`src/rtl/sfrac_baud_pkg.sv`:
```
package sfrac_baud_pkg;

  localparam int IDX_W = 4;

  typedef enum logic [1:0] {
    FRM_SHORT  = 2'd0,
    FRM_NORMAL = 2'd1,
    FRM_FULL   = 2'd2,
    FRM_ALT    = 2'd3
  } frame_kind_e;

  // control -> datapath
  typedef struct packed {
    logic load;
    logic run;
  } ctl_strobe_t;

  // datapath -> control
  typedef struct packed {
    logic sampleHit;
    logic bitEnd;
  } dp_flags_t;

  function automatic logic [IDX_W-1:0] lastPos(input frame_kind_e kind);
    case (kind)
      FRM_SHORT: lastPos = IDX_W'(2);
      FRM_FULL:  lastPos = IDX_W'(12);
      default:   lastPos = IDX_W'(9);
    endcase
  endfunction

  // 10-position core pattern, bit n = position n (0 = start, 9 = stop)
  function automatic logic [9:0] corePattern(input logic [2:0] u);
    case (u)
      3'd1:    corePattern = 10'h101;
      3'd2:    corePattern = 10'h111;
      3'd3:    corePattern = 10'h115;
      3'd4:    corePattern = 10'h155;
      3'd5:    corePattern = 10'h357;
      3'd6:    corePattern = 10'h377;
      3'd7:    corePattern = 10'h37F;
      default: corePattern = 10'h000;
    endcase
  endfunction

  // tail of 13-position layout, bit0 = address ... bit3 = second stop
  function automatic logic [3:0] tailPattern(input logic [2:0] u);
    case (u)
      3'd2:       tailPattern = 4'b1000;
      3'd3, 3'd4: tailPattern = 4'b1010;
      3'd5, 3'd6: tailPattern = 4'b1011;
      3'd7:       tailPattern = 4'b1111;
      default:    tailPattern = 4'b0000;
    endcase
  endfunction

  // 3-position layout, bit0 = start, bit1 = D0, bit2 = stop
  function automatic logic [2:0] shortPattern(input logic [2:0] u);
    case (u)
      3'd1, 3'd2:       shortPattern = 3'b001;
      3'd3, 3'd4:       shortPattern = 3'b101;
      3'd5, 3'd6, 3'd7: shortPattern = 3'b111;
      default:          shortPattern = 3'b000;
    endcase
  endfunction

  function automatic logic extraClock(input frame_kind_e kind,
                                      input logic [2:0] u,
                                      input logic [IDX_W-1:0] pos);
    logic [15:0] vec;
    vec = '0;
    case (kind)
      FRM_SHORT: vec[2:0]  = shortPattern(u);
      FRM_FULL:  vec[12:0] = {tailPattern(u), corePattern(u)[8:0]};
      default:   vec[9:0]  = corePattern(u);
    endcase
    extraClock = vec[pos];
  endfunction

endpackage

```
`src/rtl/sfrac_baud_ctrl.sv`:
```
module sfrac_baud_ctrl
  import sfrac_baud_pkg::*;
#(
  parameter int P_W = 24,
  parameter int M_W = 4,
  parameter int U_W = 3,
  localparam int CFG_W = P_W + M_W + U_W
) (
  input  logic             clk,
  input  logic             rstN,
  input  logic             frameStart,
  input  logic [1:0]       frameType,
  input  logic             asyncMode,
  input  logic [CFG_W-1:0] baudCfg,
  input  dp_flags_t        dpFlags,
  output ctl_strobe_t      ctl,
  output logic [P_W-1:0]   prescQ,
  output logic [M_W-1:0]   fracQ,
  output logic             extraBit,
  output logic [IDX_W-1:0] bitIndex,
  output logic             busy
);

  logic [U_W-1:0]   superQ;
  frame_kind_e      kindQ;
  logic             asyncQ;
  logic             busyQ;
  logic [IDX_W-1:0] idxQ;
  logic             atLast;
  logic [2:0]       uSel;

  always_ff @(posedge clk or negedge rstN) begin
    if (!rstN) begin
      prescQ <= '0;
      fracQ  <= '0;
      superQ <= '0;
      kindQ  <= FRM_SHORT;
      asyncQ <= 1'b0;
    end else if (frameStart) begin
      prescQ <= baudCfg[P_W-1:0];
      fracQ  <= baudCfg[P_W+M_W-1:P_W];
      superQ <= baudCfg[CFG_W-1:P_W+M_W];
      kindQ  <= frame_kind_e'(frameType);
      asyncQ <= asyncMode;
    end
  end

  assign atLast = (idxQ == lastPos(kindQ));

  always_ff @(posedge clk or negedge rstN) begin
    if (!rstN) begin
      busyQ <= 1'b0;
      idxQ  <= '0;
    end else if (frameStart) begin
      busyQ <= 1'b1;
      idxQ  <= '0;
    end else if (busyQ && dpFlags.bitEnd) begin
      if (atLast) begin
        busyQ <= 1'b0;
        idxQ  <= '0;
      end else begin
        idxQ <= idxQ + IDX_W'(1);
      end
    end
  end

  generate
    if (U_W >= 3) begin : g_usel_trim
      assign uSel = superQ[2:0];
    end else begin : g_usel_pad
      assign uSel = 3'(superQ);
    end
  endgenerate

  assign extraBit = asyncQ && extraClock(kindQ, uSel, idxQ);
  assign ctl.load = frameStart;
  assign ctl.run  = busyQ;
  assign bitIndex = idxQ;
  assign busy     = busyQ;

endmodule

```
`src/rtl/sfrac_baud_datapath.sv`:
```
module sfrac_baud_datapath
  import sfrac_baud_pkg::*;
#(
  parameter int P_W       = 24,
  parameter int M_W       = 4,
  parameter int FIXED_LEN = 32,
  localparam int CNT_W    = P_W + M_W + 1
) (
  input  logic           clk,
  input  logic           rstN,
  input  ctl_strobe_t    ctl,
  input  logic [P_W-1:0] prescQ,
  input  logic [M_W-1:0] fracQ,
  input  logic           extraBit,
  output dp_flags_t      dpFlags
);

  logic [CNT_W-1:0] bitLen;
  logic [CNT_W-1:0] lastCnt;
  logic [CNT_W-1:0] midCnt;
  logic [CNT_W-1:0] cnt;
  logic             endHit;

  always_comb begin
    if (prescQ == '0) begin
      bitLen = CNT_W'(FIXED_LEN);
    end else begin
      bitLen = ((CNT_W'(prescQ) + CNT_W'(1)) << M_W)
             + CNT_W'(fracQ) + CNT_W'(extraBit);
    end
  end

  assign lastCnt = bitLen - CNT_W'(1);
  assign midCnt  = bitLen >> 1;
  assign endHit  = ctl.run && (cnt == lastCnt);

  always_ff @(posedge clk or negedge rstN) begin
    if (!rstN) begin
      cnt <= '0;
    end else if (ctl.load) begin
      cnt <= '0;
    end else if (ctl.run) begin
      if (endHit) cnt <= '0;
      else        cnt <= cnt + CNT_W'(1);
    end
  end

  assign dpFlags.bitEnd    = endHit;
  assign dpFlags.sampleHit = ctl.run && (cnt == midCnt);

endmodule

```
`src/rtl/sfrac_baud_timer.sv`:
```
module sfrac_baud_timer
  import sfrac_baud_pkg::*;
#(
  parameter int P_W       = 24,
  parameter int M_W       = 4,
  parameter int U_W       = 3,
  parameter int FIXED_LEN = 32,
  localparam int CFG_W    = P_W + M_W + U_W
) (
  input  logic             clk,
  input  logic             rstN,
  input  logic             frameStart,
  input  logic [1:0]       frameType,
  input  logic             asyncMode,
  input  logic [CFG_W-1:0] baudCfg,
  output logic             sampleStrobe,
  output logic             bitDoneStrobe,
  output logic [IDX_W-1:0] bitIndex,
  output logic             busy
);

  ctl_strobe_t    ctl;
  dp_flags_t      dpFlags;
  logic [P_W-1:0] prescQ;
  logic [M_W-1:0] fracQ;
  logic           extraBit;

  sfrac_baud_ctrl #(.P_W(P_W), .M_W(M_W), .U_W(U_W)) i_ctrl (
    .clk        (clk),
    .rstN       (rstN),
    .frameStart (frameStart),
    .frameType  (frameType),
    .asyncMode  (asyncMode),
    .baudCfg    (baudCfg),
    .dpFlags    (dpFlags),
    .ctl        (ctl),
    .prescQ     (prescQ),
    .fracQ      (fracQ),
    .extraBit   (extraBit),
    .bitIndex   (bitIndex),
    .busy       (busy)
  );

  sfrac_baud_datapath #(.P_W(P_W), .M_W(M_W), .FIXED_LEN(FIXED_LEN)) i_dp (
    .clk      (clk),
    .rstN     (rstN),
    .ctl      (ctl),
    .prescQ   (prescQ),
    .fracQ    (fracQ),
    .extraBit (extraBit),
    .dpFlags  (dpFlags)
  );

  assign sampleStrobe  = dpFlags.sampleHit;
  assign bitDoneStrobe = dpFlags.bitEnd;

endmodule

```
`config.mk`:
```
export PLATFORM = sky130hd
export DESIGN_NAME = sfrac_baud_timer
export DESIGN_NICKNAME = d
export VERILOG_FILES = /design/src/rtl/sfrac_baud_pkg.sv /design/src/rtl/sfrac_baud_ctrl.sv /design/src/rtl/sfrac_baud_datapath.sv /design/src/rtl/sfrac_baud_timer.sv
export SDC_FILE = /design/constraint.sdc
export NUM_CORES = 1
export LEC_CHECK = 0
export BUFFER_PORTS_ARGS = -buffer_cell sky130_fd_sc_hd__buf_2
export CELL_PAD_IN_SITES_DETAIL_PLACEMENT = 1
export CELL_PAD_IN_SITES_GLOBAL_PLACEMENT = 2
export CORE_MARGIN = 3
export CORE_UTILIZATION = 39
export CTS_BUF_LIST = sky130_fd_sc_hd__clkbuf_16
export DETAILED_ROUTE_END_ITERATION = 12
export GPL_ROUTABILITY_DRIVEN = 0
export GPL_TIMING_DRIVEN = 0
export PLACE_DENSITY_LB_ADDON = 0.15
export SKIP_CTS_REPAIR_TIMING = 1
export SLEW_MARGIN = 20
export SYNTH_ARGS = -nofsm -noshare
export SYNTH_HDL_FRONTEND = slang
export SYNTH_SLANG_ARGS = --single-unit
```
`constraint.sdc`:
```
create_clock -name clk -period 7.1 [get_ports clk]
set_clock_uncertainty 0.1 [all_clocks]
set_input_delay 1.065 -clock clk [delete_from_list [all_inputs] [get_ports clk]]
set_output_delay 1.065 -clock clk [all_outputs]
set_load 0.005 [all_outputs]
```
-- Word level (Yosys, flattened, before mapping)
Index checks and enable logic that the tools add are counted.
- logic and storage cells: 59
- output and inout bits: 7
- register bits after elaboration: 68
- input bits: 37
- mux-type cells: 19
- reductions and logical operators: 14
- equality and inequality tests: 11
- $lt $le $gt $ge: 1
- add/sub/neg operators: 6
- operators with widths (operator ; count):
    $mux W29 ; 4
    $pmux W10 S7 ; 1
    $add A29 B1 Y29 ; 1
    $add A29 B1 Y29 const B ; 1
    $add A29 B4 Y29 ; 1
    $eq A29 B28 Y1 ; 1
    $eq A29 B29 Y1 ; 1
    $sub A29 B1 Y29 const B ; 1
    $add A24 B1 Y25 const B ; 1
    $logic_not A24 Y1 ; 1
    $pmux W4 S4 ; 1
    $pmux W7 S2 ; 1
    $eq A3 B3 Y1 const B ; 4
    $mux W4 ; 3
    $pmux W3 S3 ; 1
    $pmux W4 S2 ; 1
    $eq A3 B2 Y1 const B ; 2
    $mux W3 ; 2
    $reduce_bool A2 Y1 ; 3
    $reduce_or A2 Y1 ; 3
    $lt A4 B5 Y1 const B ; 1
    $add A4 B1 Y4 const B ; 1
    $bmux W1 S4 ; 1
    $eq A4 B4 Y1 ; 1
    other kinds (7) ; 13

-- Longest topological paths before layout
- depth after elaboration: 15
- depth in mapped cells: 25

-- Modules after synthesis
Synthesis repeated with hierarchy kept, for this count alone.
- cell total of the unflattened synthesis: 769
- area, all modules: 6591.3 um2
- by module, submodules not included (module ; cells an instance ; instances ; seq. area each (um2) ; area an instance (um2)):
    sfrac_baud_datapath ; 645 ; 1 ; 725.7 ; 4874.7
    sfrac_baud_ctrl ; 124 ; 1 ; 975.9 ; 1716.6

-- Least setup slack after synthesis
Ideal clock, no wire load.
- kind: register to output
- start point: register i_ctrl.idxQ[0], in the netlist i_ctrl.bitIndex[0]
- end point: output port bitDoneStrobe
- path slack: 0.970 ns
- data required time: 5.935 ns
- arrival time: 4.965 ns
- cell stages (with the launch flop): 24
- cell sequence: dfrtp_1 -> clkbuf_1 -> nor2b_1 -> nor2b_1 -> o32a_1 -> nor2_1 -> nor2_1 -> nor4_1 -> ha_1 -> ha_1 -> nand4_1 -> xnor2_1 -> o21ai_1 -> nor4b_2 -> and2_1 -> buf_6 -> xor2_1 -> or3_1 -> a2111o_1 -> a2111o_1 -> a2111oi_2 -> o2111ai_2 -> buf_6 -> inv_1
- longest elaborated chain between the ends: 8
- RTL lines (element ; line ; text):
    from (decl) ; sfrac_baud_ctrl.sv:28 ; logic [IDX_W-1:0] idxQ;
    from (signal assigned) ; sfrac_baud_ctrl.sv:62 ; idxQ <= idxQ + IDX_W'(1);
    $bmux W1 S4 ; sfrac_baud_pkg.sv:77 ; extraClock = vec[pos];
    $mux W1 (not written as such) ; sfrac_baud_pkg.sv:77 ;
    $logic_and A1 B1 Y1 ; sfrac_baud_ctrl.sv:75 ; assign extraBit = asyncQ && extraClock(kindQ, uSel, idxQ);
    $add A29 B1 Y29 ; sfrac_baud_datapath.sv:29 ; + CNT_W'(fracQ) + CNT_W'(extraBit);
    $mux W29 ; sfrac_baud_datapath.sv:25 ; if (prescQ == '0) begin
    $sub A29 B1 Y29 ; sfrac_baud_datapath.sv:33 ; assign lastCnt = bitLen - CNT_W'(1);
    $eq A29 B29 Y1 ; sfrac_baud_datapath.sv:35 ; assign endHit = ctl.run && (cnt == lastCnt);
    $logic_and A1 B1 Y1 ; sfrac_baud_datapath.sv:35 ;
    to (decl) ; sfrac_baud_timer.sv:17 ; output logic bitDoneStrobe,
Every way passes these cells. The select of a mux whose other input is x is not followed.

-- Worst setup path after layout
Ends and elaborated chain as after synthesis.

==> results.py <==
metrics = {
    "routing": {
        "drtIter0Drc": 231,
        "drtPass1Iterations": 4,
        "ant_nets": 0,
        "drc": 0,
        "viasPerCell": 5.64,
        "num_vias": 6133,
        "avgRoutedWirePerCell_um": 18.8,
        "routed_wirelength_um": 20400,
    },
    "sta": {
        "max_slew.worst_pin.slew_ns": 0.657,
        "finalCritPeriodShare": 0.957,
        "hold_violations": 0,
        "finalWorstSetupSlack_ns": 0.308,
        "slew_headroom": 0.559,
        "finalMaxSlewViolations": 0,
        "fmax_mhz": 147,
        "min_period_ns": 6.79,
        "setup_violations": 0,
        "setup_tns_ns": 0,
    },
    "die": {
        "die_area_um2": 18800,
        "chipWidth_um": 137,
        "coreArea_um2": 16700,
        "fp.dieH_um": 137,
        "io_pins": 44,
        "start_util": 0.402,
        "rows": 47,
    },
    "logic_synthesis": {
        "synthTopCellsByArea": "dfrtp_1 25%, xnor2_1 9.0%, xor2_1 7.0%",
        "synth_area_um2": 6710,
        "async_flop_share": 1.00,
        "synth_top_area_share": 0.254,
        "syn_avg_cell_area_um2": 8.54,
        "synth_seq_cells": 68,
        "ys.warnings.count": 0,
        "synth_edf_count": 0,
        "ys_seq_area_frac": 0.254,
        "synth_cell_type_count": 98,
        "syn_nets": 831,
        "yosys.area.top_type": "dfrtp_1",
        "synthCells": 786,
        "ys.flop_type": "dfrtp_1",
    },
    "setup_path": {
        "slowest_stage": "dfrtp_2",
        "crit_required_ns": 5.93,
        "arrival_ns": 5.63,
        "worstSetupPathType": "reg -> out",
        "r2r_end": "i_dp.cnt[8]",
        "cpMostUsedCell": "nor2_1",
        "ff2ff_setup_slack_ns": 1.20,
        "endpoint": "bitDoneStrobe",
        "critPathLaunchType": "flop",
        "r2r_cells": 24,
        "cp.buffers_inverters": 4,
        "path_depth": 22,
        "max_stage_delay_ns": 0.46,
        "crit_path_start": "i_ctrl.bitIndex[0]",
        "cp_max_fo": 10,
        "crit_chain": "nor2b_4 > nor2b_1 > o32a_1 > nor2_1 > nor2_1 > nor4_2 > ha_2 > and3b_1 > and3_2 > o2111ai_2 > a211oi_2 > xnor2_2 > a21o_1 > buf_4 > or2_0 > or4_1 > xnor2_1 > a2111oi_4 > o2111ai_4 > buf_6 > inv_1 > buf_2",
        "path_delay_family": "simple AND/OR/NAND/NOR gates",
        "critPathCaptureType": "primary output",
        "r2r-start": "i_ctrl.bitIndex[0]",
    },
    "global_route": {
        "grt_max_degree": 39,
        "track_usage": 0.221,
        "grt_pass1_wl_um": 32900,
        "grt_pass1_vias": 6254,
        "antenna_found_initial": 0,
        "grt_overflow_total": 0,
    },
    "clock_network": {
        "cts.sinks": 68,
        "cts_max_level": 3,
        "cts_root_buf": "clkbuf_16",
        "path_clk_slew_ns": 0.06,
        "numCtsBuffers": 9,
        "clockBufferDepth": 2,
        "cts_tree": "done",
        "worstSkewPairLatency_ns": 0.35,
    },
    "finish": {
        "final_common_cell": "nor2_1",
        "nNetsFinal": 907,
        "antenna_cells": 0,
        "layout-drive-gt1-share": 0.240,
        "final_area_um2": 7890,
        "area_delta_synth_final_pct": 17.6,
        "utilization": 0.473,
        "final_cell_mix": "77 x nor2_1, 66 x dfrtp_1, 64 x xnor2_1, 53 x xor2_1, 50 x nand2_1",
    },
    "place": {
        "placed_area_um2": 7220,
        "pre_cts_slack_ns": -0.362,
        "numPortBuffers": 42,
        "dp_hpwl_um": 15800,
    },
    "pwr": {
        "leakage_nw": 3.03,
        "power.density_nw_per_um2": 165,
        "ir_drop_v": 0.000109,
    },
    "status": {
        "outcome": "complete, no violations",
    },
    "hold_path": {
        "hp-class": "reg -> reg",
    },
    "flow_run": {
        "maxCapViolations": 0,
    },
}
## state kept, by name (all words and copies together), names as in the netlist
signal           cells
i_ctrl.prescQ       24
i_ctrl.superQ        3
i_ctrl.kindQ         2
i_ctrl.busy          1
i_ctrl.bitIndex      4
i_ctrl.fracQ         4
i_dp.cnt            29
i_ctrl.asyncQ        1
## layer usage
layer | GRT usage | vias to the layer above | part of all wire
met2 | 0.372 | 93 | 0.49
met3 | 0.0290 | 28 | 0.028
met4 | 0.0710 | 0 | 0.025
met5 | 0 | - | 0
li1 | - | 2987 | -
met1 | 0.293 | 3025 | 0.46
## kinds of logic after synthesis
group,count (synthesis),share of synthesized area
compound gates,133,0.148
mux,32,0.0530
simple gates,346,0.296
flops,68,0.254
buf+inv,72,0.0642
fa+ha+maj,8,0.0149
xor+xnor,127,0.170
## cell usage after synthesis (5+ instances only)
cell type / n
nor2_1: 79
xnor2_1: 69
dfrtp_1: 68
xor2_1: 54
nand2_1: 50
nand3_1: 38
o21ai_0: 30
mux2_2: 28
nand4_1: 24
clkbuf_1: 23
nor3_1: 23
a21oi_1: 21
and3_1: 18
nor4_1: 18
inv_1: 15
buf_6: 12
a31oi_1: 11
and2_1: 8
buf_2: 8
ha_1: 8
nand2b_1: 8
nor2b_1: 8
o211ai_1: 7
nand3b_1: 6
nand4b_1: 6
nor4b_1: 6
buf_4: 5
or3_1: 5
## through the flow
| stage | total power, W | hold WS [ns] | cells |
|---|---|---|---|
| floorplan | 0.000696 | 0.374 | 786 |
| global placement | 0.000776 | 0.390 | 1048 |
| detailed placement | 0.000792 | 0.399 | 1049 |
| CTS | 0.00130 | 0.412 | 1065 |
| global route | 0.00137 | 0.426 | 1087 |
| finish | 0.00130 | 0.404 | 1087 |
## how the worst min path moves through the flow
stage                     slack [ns]          start            end  cells past startpoint
after floorplan                 0.37  i_ctrl.asyncQ  i_ctrl.asyncQ                      1
after global placement          0.39  i_ctrl.asyncQ  i_ctrl.asyncQ                      1
after detailed placement        0.40  i_ctrl.asyncQ  i_ctrl.asyncQ                      1
after CTS                       0.41  i_ctrl.asyncQ  i_ctrl.asyncQ                      1
after global routing            0.43  i_ctrl.asyncQ  i_ctrl.asyncQ                      1
final                           0.40  i_ctrl.asyncQ  i_ctrl.asyncQ                      1
## where the power goes
part	total, W	internal (W)	switching [W]
logic	0.000369	0.000153	0.000216
registers	0.000435	0.000409	0.0000262
clock network	0.000496	0.000309	0.000187
total	0.00130	0.000871	0.000429
## area by class of cell
cell class              count  area, um^2
well taps                 220         275
clock buffers               9         225
flip-flops and latches     68        1700
multi-input cells         646        4750
repair buffers             66         405
plain buffers              56         370
clock inverters             7         101
fillers                  1984        8810
inverters                  15        56.3
(Power assumes the default switching activity.)
